### config.mk
export PLATFORM = sky130hd
export DESIGN_NAME = carrier_loop_filter
export DESIGN_NICKNAME = d
export VERILOG_FILES = /design/src/rtl/clf_pkg.sv /design/src/rtl/clf_cfg_regs.sv /design/src/rtl/clf_ashift.sv /design/src/rtl/clf_integrator.sv /design/src/rtl/clf_combine.sv /design/src/rtl/carrier_loop_filter.sv
export SDC_FILE = /design/constraint.sdc
export NUM_CORES = 1
export LEC_CHECK = 0
export ABC_AREA = 1
export BUFFER_PORTS_ARGS = -buffer_cell sky130_fd_sc_hd__buf_2
export CELL_PAD_IN_SITES_DETAIL_PLACEMENT = 0
export CELL_PAD_IN_SITES_GLOBAL_PLACEMENT = 1
export CORE_MARGIN = 2
export CORE_UTILIZATION = 47
export CTS_CLUSTER_DIAMETER = 100
export DETAILED_ROUTE_END_ITERATION = 8
export HOLD_SLACK_MARGIN = 0.08
export PLACE_DENSITY = 0.9
export SETUP_SLACK_MARGIN = 0.2
export SLEW_MARGIN = 20
export SYNTH_ARGS = -nofsm -noshare
export SYNTH_HDL_FRONTEND = slang
export SYNTH_HIERARCHICAL = 1
export SYNTH_SLANG_ARGS = --single-unit
### constraint.sdc
create_clock -name clk -period 15.5 [get_ports clk]
set_input_delay 4.65 -clock clk [delete_from_list [all_inputs] [get_ports clk]]
set_output_delay 4.65 -clock clk [all_outputs]
set_load 0.02 [all_outputs]
### src/rtl/clf_pkg.sv
package clf_pkg;

   // Configuration slot selected by the write address
   typedef enum logic [0:0] {
      SLOT_PROP  = 1'b0,
      SLOT_INTEG = 1'b1
   } clf_slot_e;

   localparam int unsigned CLF_NUM_SLOTS = 2;

endpackage

### src/rtl/clf_cfg_regs.sv
module clf_cfg_regs
   import clf_pkg::*;
#(
   parameter int unsigned COEF_W = 5
) (
   input  logic              clk,
   input  logic              rst_n,
   input  logic              we,
   input  logic              addr,
   input  logic [COEF_W:0]   wdata,
   output logic [COEF_W-1:0] p_shift,
   output logic              p_en,
   output logic [COEF_W-1:0] i_shift,
   output logic              i_en
);

   localparam int unsigned EN_BIT = COEF_W;

   logic [COEF_W:0] slot_q [CLF_NUM_SLOTS];

   always_ff @(posedge clk) begin
      for (int s = 0; s < int'(CLF_NUM_SLOTS); s++) begin
         if (!rst_n) begin
            slot_q[s] <= '0;
         end else if (we && (addr == 1'(s))) begin
            slot_q[s] <= wdata;
         end
      end
   end

   assign p_shift = slot_q[int'(SLOT_PROP)][COEF_W-1:0];
   assign p_en    = slot_q[int'(SLOT_PROP)][EN_BIT];
   assign i_shift = slot_q[int'(SLOT_INTEG)][COEF_W-1:0];
   assign i_en    = slot_q[int'(SLOT_INTEG)][EN_BIT];

endmodule

### src/rtl/clf_ashift.sv
module clf_ashift #(
   parameter int unsigned IN_W   = 8,
   parameter int unsigned OUT_W  = 24,
   parameter int unsigned SH_W   = 5,
   parameter bit          STAGED = 1'b1
) (
   input  logic signed [IN_W-1:0]  din,
   input  logic        [SH_W-1:0]  sh,
   output logic signed [OUT_W-1:0] dout
);

   if (OUT_W < IN_W) begin : g_bad_width
      $error("clf_ashift: OUT_W must not be smaller than IN_W");
   end

   logic signed [OUT_W-1:0] ext;
   assign ext = OUT_W'(din);

   if (STAGED) begin : g_log_shifter
      logic signed [OUT_W-1:0] stg [SH_W+1];
      assign stg[0] = ext;
      for (genvar i = 0; i < int'(SH_W); i++) begin : g_stage
         assign stg[i+1] = sh[i] ? (stg[i] >>> (2 ** i)) : stg[i];
      end
      assign dout = stg[SH_W];
   end else begin : g_flat_shifter
      assign dout = ext >>> sh;
   end

endmodule

### src/rtl/clf_integrator.sv
module clf_integrator #(
   parameter int unsigned ACC_W    = 24,
   parameter bit          SATURATE = 1'b1
) (
   input  logic                    clk,
   input  logic                    rst_n,
   input  logic                    clr,
   input  logic                    step,
   input  logic signed [ACC_W-1:0] inc,
   output logic signed [ACC_W-1:0] acc_q,
   output logic signed [ACC_W-1:0] acc_upd
);

   localparam logic signed [ACC_W-1:0] ACC_MAX = {1'b0, {(ACC_W-1){1'b1}}};
   localparam logic signed [ACC_W-1:0] ACC_MIN = {1'b1, {(ACC_W-1){1'b0}}};

   logic signed [ACC_W:0]   sum_w;
   logic signed [ACC_W-1:0] nxt;

   assign sum_w = (ACC_W+1)'(acc_q) + (ACC_W+1)'(inc);

   if (SATURATE) begin : g_sat
      always_comb begin
         if (sum_w[ACC_W] != sum_w[ACC_W-1]) begin
            nxt = sum_w[ACC_W] ? ACC_MIN : ACC_MAX;
         end else begin
            nxt = sum_w[ACC_W-1:0];
         end
      end
   end else begin : g_wrap
      assign nxt = sum_w[ACC_W-1:0];
   end

   assign acc_upd = clr ? '0 : nxt;

   always_ff @(posedge clk) begin
      if (!rst_n || clr) begin
         acc_q <= '0;
      end else if (step) begin
         acc_q <= nxt;
      end
   end

endmodule

### src/rtl/clf_combine.sv
module clf_combine #(
   parameter int unsigned ACC_W    = 24,
   parameter int unsigned ALIGN_SH = 2,
   parameter int unsigned OUT_W    = 23
) (
   input  logic                    clk,
   input  logic                    rst_n,
   input  logic                    step,
   input  logic signed [OUT_W-1:0] prop_term,
   input  logic signed [ACC_W-1:0] acc_upd,
   output logic                    y_vld,
   output logic signed [OUT_W-1:0] y_out
);

   logic signed [ACC_W-1:0] acc_aligned;
   logic signed [OUT_W-1:0] int_term;
   logic signed [OUT_W-1:0] sum_c;

   // Drop the integrator LSBs so both paths share one LSB weight
   assign acc_aligned = acc_upd >>> ALIGN_SH;
   assign int_term    = OUT_W'(acc_aligned);
   assign sum_c       = prop_term + int_term;

   always_ff @(posedge clk) begin
      if (!rst_n) begin
         y_vld <= 1'b0;
         y_out <= '0;
      end else begin
         y_vld <= step;
         if (step) begin
            y_out <= sum_c;
         end
      end
   end

endmodule

### src/rtl/carrier_loop_filter.sv
module carrier_loop_filter #(
   parameter int unsigned ERR_W        = 8,
   parameter int unsigned ACC_W        = 24,
   parameter int unsigned COEF_W       = 5,
   parameter int unsigned ALIGN_SH     = 2,
   parameter bit          SATURATE     = 1'b1,
   parameter bit          STAGED_SHIFT = 1'b1,
   localparam int unsigned OUT_W       = ACC_W - ALIGN_SH + 1
) (
   input  logic                    clk,
   input  logic                    rst_n,
   input  logic                    cfg_we,
   input  logic                    cfg_addr,
   input  logic [COEF_W:0]         cfg_wdata,
   input  logic                    err_vld,
   input  logic signed [ERR_W-1:0] err_in,
   output logic                    y_vld,
   output logic signed [OUT_W-1:0] y_out
);

   if (ACC_W < ERR_W + ALIGN_SH + 1) begin : g_chk_acc
      $error("carrier_loop_filter: ACC_W too small for ERR_W and ALIGN_SH");
   end
   if (COEF_W < 1 || COEF_W > 8) begin : g_chk_coef
      $error("carrier_loop_filter: COEF_W out of range");
   end
   if (ERR_W < 2) begin : g_chk_err
      $error("carrier_loop_filter: ERR_W too small");
   end

   logic [COEF_W-1:0]       p_shift;
   logic [COEF_W-1:0]       i_shift;
   logic                    p_en;
   logic                    i_en;
   logic signed [OUT_W-1:0] prop_raw;
   logic signed [OUT_W-1:0] prop_term;
   logic signed [ACC_W-1:0] int_inc;
   logic signed [ACC_W-1:0] acc_q;
   logic signed [ACC_W-1:0] acc_upd;

   clf_cfg_regs #(
      .COEF_W (COEF_W)
   ) u_cfg (
      .clk     (clk),
      .rst_n   (rst_n),
      .we      (cfg_we),
      .addr    (cfg_addr),
      .wdata   (cfg_wdata),
      .p_shift (p_shift),
      .p_en    (p_en),
      .i_shift (i_shift),
      .i_en    (i_en)
   );

   clf_ashift #(
      .IN_W   (ERR_W),
      .OUT_W  (OUT_W),
      .SH_W   (COEF_W),
      .STAGED (STAGED_SHIFT)
   ) u_prop_shift (
      .din  (err_in),
      .sh   (p_shift),
      .dout (prop_raw)
   );

   assign prop_term = p_en ? prop_raw : '0;

   clf_ashift #(
      .IN_W   (ERR_W),
      .OUT_W  (ACC_W),
      .SH_W   (COEF_W),
      .STAGED (STAGED_SHIFT)
   ) u_int_shift (
      .din  (err_in),
      .sh   (i_shift),
      .dout (int_inc)
   );

   clf_integrator #(
      .ACC_W    (ACC_W),
      .SATURATE (SATURATE)
   ) u_integ (
      .clk     (clk),
      .rst_n   (rst_n),
      .clr     (!i_en),
      .step    (err_vld),
      .inc     (int_inc),
      .acc_q   (acc_q),
      .acc_upd (acc_upd)
   );

   clf_combine #(
      .ACC_W    (ACC_W),
      .ALIGN_SH (ALIGN_SH),
      .OUT_W    (OUT_W)
   ) u_out (
      .clk       (clk),
      .rst_n     (rst_n),
      .step      (err_vld),
      .prop_term (prop_term),
      .acc_upd   (acc_upd),
      .y_vld     (y_vld),
      .y_out     (y_out)
   );

endmodule

# --- Yosys cells after proc, flatten, opt, wreduce, memory -nomap -nowiden ---
# Memories as Yosys holds them, arrays and structs flattened.
# Cells that the tools add are included.
word_totals:
  in_bits: 19
  out_inout_bits: 24
  n_memories: 1
  reg_bits: 48
  romBits: 0
  mem_bits_rw: 12
  latchBits: 0
  wordCells: 38
classes:
  shift: 0
  addsub: 2
  n_reduce_logical: 5
  bitwise_logic: 3
  order_cmp: 0
  multipliers: 0
  div_mod_pow: 0
  n_eq_ne: 1
  mux: 23
mem_list:
  columns: ["name", "words", "width", "read_ports", "rd_clocked_by_memory_dff", "wr", "line", "text"]
  rows:
  - ["u_cfg.slot_q", 2, 6, 2, 0, 2, "clf_cfg_regs.sv:19", "logic [COEF_W:0] slot_q [CLF_NUM_SLOTS];"]
ops:
  columns: ["cell", "n"]
  rows:
  - ["$mux 24", 3]
  - ["$mux 7", 10]
  - ["$add 24x8->25", 1]
  - ["$add 23x22->23", 1]
  - ["$mux 23", 1]
  - ["$mux 6", 2]
  - ["$mux 1", 7]
  - ["$logic_and 1x1->1", 2]
  - ["$logic_not 1->1", 2]
  - ["$or 1x1->1", 2]
  - ["$logic_or 1x1->1", 1]
  - ["$ne 1x1->1", 1]
  - ["$not 1->1", 1]

# --- Longest topological paths before layout ---
depth:
  ltp_word: 10
  ltp_mapped: 39
  depth_no_buf: 37

# --- Modules after synthesis ---
# Netlist, hierarchy kept.
modules_own_cells:
  columns: ["module", "instances", "seq_area_each_um2", "cells_each", "area_each_um2"]
  rows:
  - ["clf_integrator", 1, 480.5, 518, 2946.6]
  - ["clf_combine", 1, 480.5, 445, 2477.4]
  - ["clf_ashift (u_int_shift)", 1, 0.0, 84, 469.2]
  - ["clf_cfg_regs", 1, 360.3, 36, 465.4]
  - ["clf_ashift (u_prop_shift)", 1, 0.0, 83, 461.7]
  - ["carrier_loop_filter", 1, 0.0, 49, 198.9]

# --- Worst setup path before layout ---
# No wires, ideal clock.
synth_path:
  path_kind: "input-to-reg"
  start: "input port err_in[7]"
  end: "register u_out.y_out[16]"
  n_path_buf: 1
  arrival_ps: 8163
  cell_stages: 36
  setup_time_ps: 114
  path_slack_ps: 7224
  t_required_ps: 15386
  path_cell_list: "inv_1 -> nand2_1 -> nand2_1 -> nand2_1 -> nand3_1 -> nand2_1 -> nand2_1 -> nand3_2 -> ha_1 -> inv_1 -> fa_1 -> inv_1 -> nand2_1 -> nand2_1 -> nand3_1 -> nand2_2 -> nand2_1 -> nand4_1 -> nand2_2 -> nor2_4 -> inv_4 -> buf_6 -> a21oi_1 -> ha_1 -> inv_1 -> fa_1 -> inv_1 -> nand3_1 -> nand3_1 -> nand2_1 -> nand2_1 -> nand2_1 -> nand2_1 -> nor2_1 -> o21bai_1 -> inv_1"
synth_between:
  elab_chain_cells: 10
  elab_cells_between_ends: 17
  classes_between: "add/sub: 2; eq/ne: 1; mux: 14"
synth_rtl:
  columns: ["element", "line", "text"]
  rows:
  - ["start, declared", "carrier_loop_filter.sv:16", "input logic signed [ERR_W-1:0] err_in,"]
  - ["$mux 7 (4 in series)", "clf_ashift.sv:23", "assign stg[i+1] = sh[i] ? (stg[i] >>> (2 ** i)) : stg[i];"]
  - ["$mux 7 *", "clf_ashift.sv:23", null]
  - ["named net int_inc[0]", "carrier_loop_filter.sv:37", "logic signed [ACC_W-1:0] int_inc;"]
  - ["$add 24x8->25 *", "clf_integrator.sv:20", "assign sum_w = (ACC_W+1)'(acc_q) + (ACC_W+1)'(inc);"]
  - ["$mux 24 or $ne 1x1->1 (tied branches)", "clf_integrator.sv:25, clf_integrator.sv:24", null]
  - ["$mux 24 *", "clf_integrator.sv:24", "if (sum_w[ACC_W] != sum_w[ACC_W-1]) begin"]
  - ["$mux 24 *", "clf_integrator.sv:34", "assign acc_upd = clr ? '0 : nxt;"]
  - ["named net acc_upd[2]", "carrier_loop_filter.sv:39", "logic signed [ACC_W-1:0] acc_upd;"]
  - ["$add 23x22->23 *", "clf_combine.sv:22", "assign sum_c = prop_term + int_term;"]
  - ["end signal, assigned", "clf_combine.sv:31", "y_out <= sum_c;"]
  - ["end, declared", "clf_combine.sv:12", "output logic signed [OUT_W-1:0] y_out"]
# Mark *: on every way through the listed nets, which the timed path passes. The rest lies on a longest branch.
# A chain may end at the register's enable or synchronous reset.

# --- Worst setup path in the final report ---
# Same ends and word-level chain as after synthesis.

==> impl_metrics.json <==
{
  "rows": 44,
  "r2r-start": "u_cfg/slot_q[1][0]",
  "port_buffers": 42,
  "holdPathStages": 2,
  "die_x_um": 126.1,
  "path_buf_inv": 9,
  "cpMaxStageDelayCell": "fa_1",
  "arrival_ps": 9270,
  "grt_max_degree": 74,
  "cts_setup_buffers": 0,
  "die_h_um": 126.1,
  "worstSetupEndpointType": "flip-flop",
  "critPathMaxStageDelay_ps": 400,
  "drt_iter0_drc": 416,
  "die_area_um2": 15910,
  "dpl.cell_count": 1382,
  "globalplace.congestion": 0.9165,
  "grt_pass1_wl_mm": 29.38,
  "drive_gt1_frac": 0.09802,
  "register_area_um2": 1321,
  "syn_area_um2": 7009,
  "rsz0062_at_grt": "false",
  "io-pin-count": 43,
  "wl_per_cell_um": 12.27,
  "syn-mean-instance-area_um2": 5.778,
  "r2r_end": "u_out/y_out[16]",
  "postCtsHoldBufs": 0,
  "fmax_ghz": 0.1106,
  "max-cap-violations": 0,
  "antenna_cells": 0,
  "setup_viol": 0,
  "grt.total_usage": 0.2224,
  "antenna_left": 0,
  "cp-start-kind": "input pin",
  "routed_wirelength_mm": 17.16,
  "worstSetupPathType": "input pin to flip-flop",
  "clock_latency_ps": 340,
  "initial_core_util": 0.4823,
  "grt_pass1_vias": 6213,
  "place_hpwl_mm": 13.83,
  "worstPathRequired_ps": 15730,
  "slew_headroom": 0.5075,
  "reg2regPathDepth": 35,
  "worstHoldStart": "u_out/y_out[10]",
  "r2r_setup_slack_ps": 10710,
  "cts_sinks": 60,
  "drc_errors": 0,
  "hold_viol": 0,
  "worstPathMaxFanout": 41,
  "fin_crit_sh": 0.5834,
  "vdd_drop_max_v": 0.00006602,
  "synth_nets": 1280,
  "tightest_slew_ps": 737.9,
  "fp.coreArea_um2": 14530,
  "detail_route.vias_per_cell": 4.883,
  "yosysWarnings": 6,
  "holdPathEnd": "u_out/y_out[10]",
  "cpMostUsedCell": "nand2_1",
  "clk_pin_slew_ps": 60,
  "first_pass_iters": 5,
  "antenna_found_initial": 0,
  "cts_buffers": 9,
  "fillers": 1588,
  "ctsLongestPathBuffers": 2,
  "fin_nets": 1276,
  "num_vias": 6826,
  "netlist_instances": 1213,
  "crit_family": "simple AND/OR/NAND/NOR gates",
  "leakagePower_nw": 4.448,
  "setup_tns_ps": 0,
  "min_path_type": "flip-flop to flip-flop",
  "period_needed_ps": 9042,
  "stdcell_count": 1398,
  "h-tree-depth": 3,
  "run_status": "finished clean",
  "tritoncts": "done",
  "cts_resized": 0,
  "slew_viol_final": 0,
  "ctsRootBufferMaster": "clkbuf_16",
  "power_density_nw_per_um2": 82.32,
  "gr-total-overflow": 0,
  "finClkSkew_ps": 10.51,
  "area_growth_pct": 4.534,
  "multi_input_area_um2": 4408
}
-- worst max path at each step --
stage,from,to,slack [ps],cells past startpoint
6_report,err_in[7],u_out/y_out[16],6460,37
3_5_place_dp,err_in[7],u_out/y_out[16],6130,37
4_1_cts,err_in[7],u_out/y_out[16],6480,37
3_3_place_gp,err_in[7],u_out/y_out[16],6280,37
5_1_grt,err_in[7],u_out/y_out[16],5870,37
2_1_floorplan,err_in[7],u_out/y_out[16],7230,36
-- report_power, final --
| part | switching [mW] | leakage (nW) | internal [mW] |
|---|---|---|---|
| Sequential | 0.0112 | 0.517 | 0.173 |
| Clock | 0.0810 | 0.133 | 0.110 |
| Combinational | 0.152 | 3.80 | 0.0766 |
| Total | 0.244 | 4.45 | 0.359 |
-- cell usage in the layout (no fill, tap or decap), drive strengths merged --
cell        n
nand2     419
inv       227
nor2      138
nand3     104
a21oi      60
dfxtp      48
ha         46
buf        44
o21ai      26
nand4      16
xor2       13
edfxtp     12
xnor2      12
clkbuf      9
nor3        8
o21bai      7
a31oi       6
nand3b      4
or2         3
and2        3
clkinvlp    2
clkinv      2
and3        2
fa          2
o211ai      1
-- area by class of cell --
cell class,instances,share of cell area
flip-flops and latches,60,0.1803
clock buffers,9,0.03074
multi-input cells,870,0.6016
clock inverters,7,0.008026
inverters,224,0.1171
repair buffers,44,0.03074
well taps,184,0.03142
-- worst min-delay path, stage by stage (launching register included) --
cell     delay (ps)
dfxtp_1         310
nand3_1          70
o21ai_1          50
-- layer usage --
metal | part of all wire | global-route usage
met1 | 0.49 | 0.3033
met2 | 0.47 | 0.3789
met3 | 0.037 | 0.02846
met4 | 0.0092 | 0.04525
met5 | 0 | 0
-- sequential cells by signal (all words and copies together) (netlist names) --
name and count:
u_out/y_out 23, u_integ/acc_q 24, u_out/y_vld 1, u_cfg/slot_q 12
-- per-stage QoR --
stage	hold WS (ps)	utilization	cell area, um^2	power, mW	setup WS (ps)
final	470.7	0.5041	7327	0.6032	6458
after floorplan	455.5	-	7009	0.3700	7226
after global placement	456.9	0.4846	7043	0.4144	6275
after detailed placement	464.4	0.4846	7043	0.4151	6126
after global routing	503.1	0.5041	7327	0.6480	5870
after CTS	471.3	0.5041	7327	0.6085	6476
Note: power is estimated with default switching activity, not from simulation.
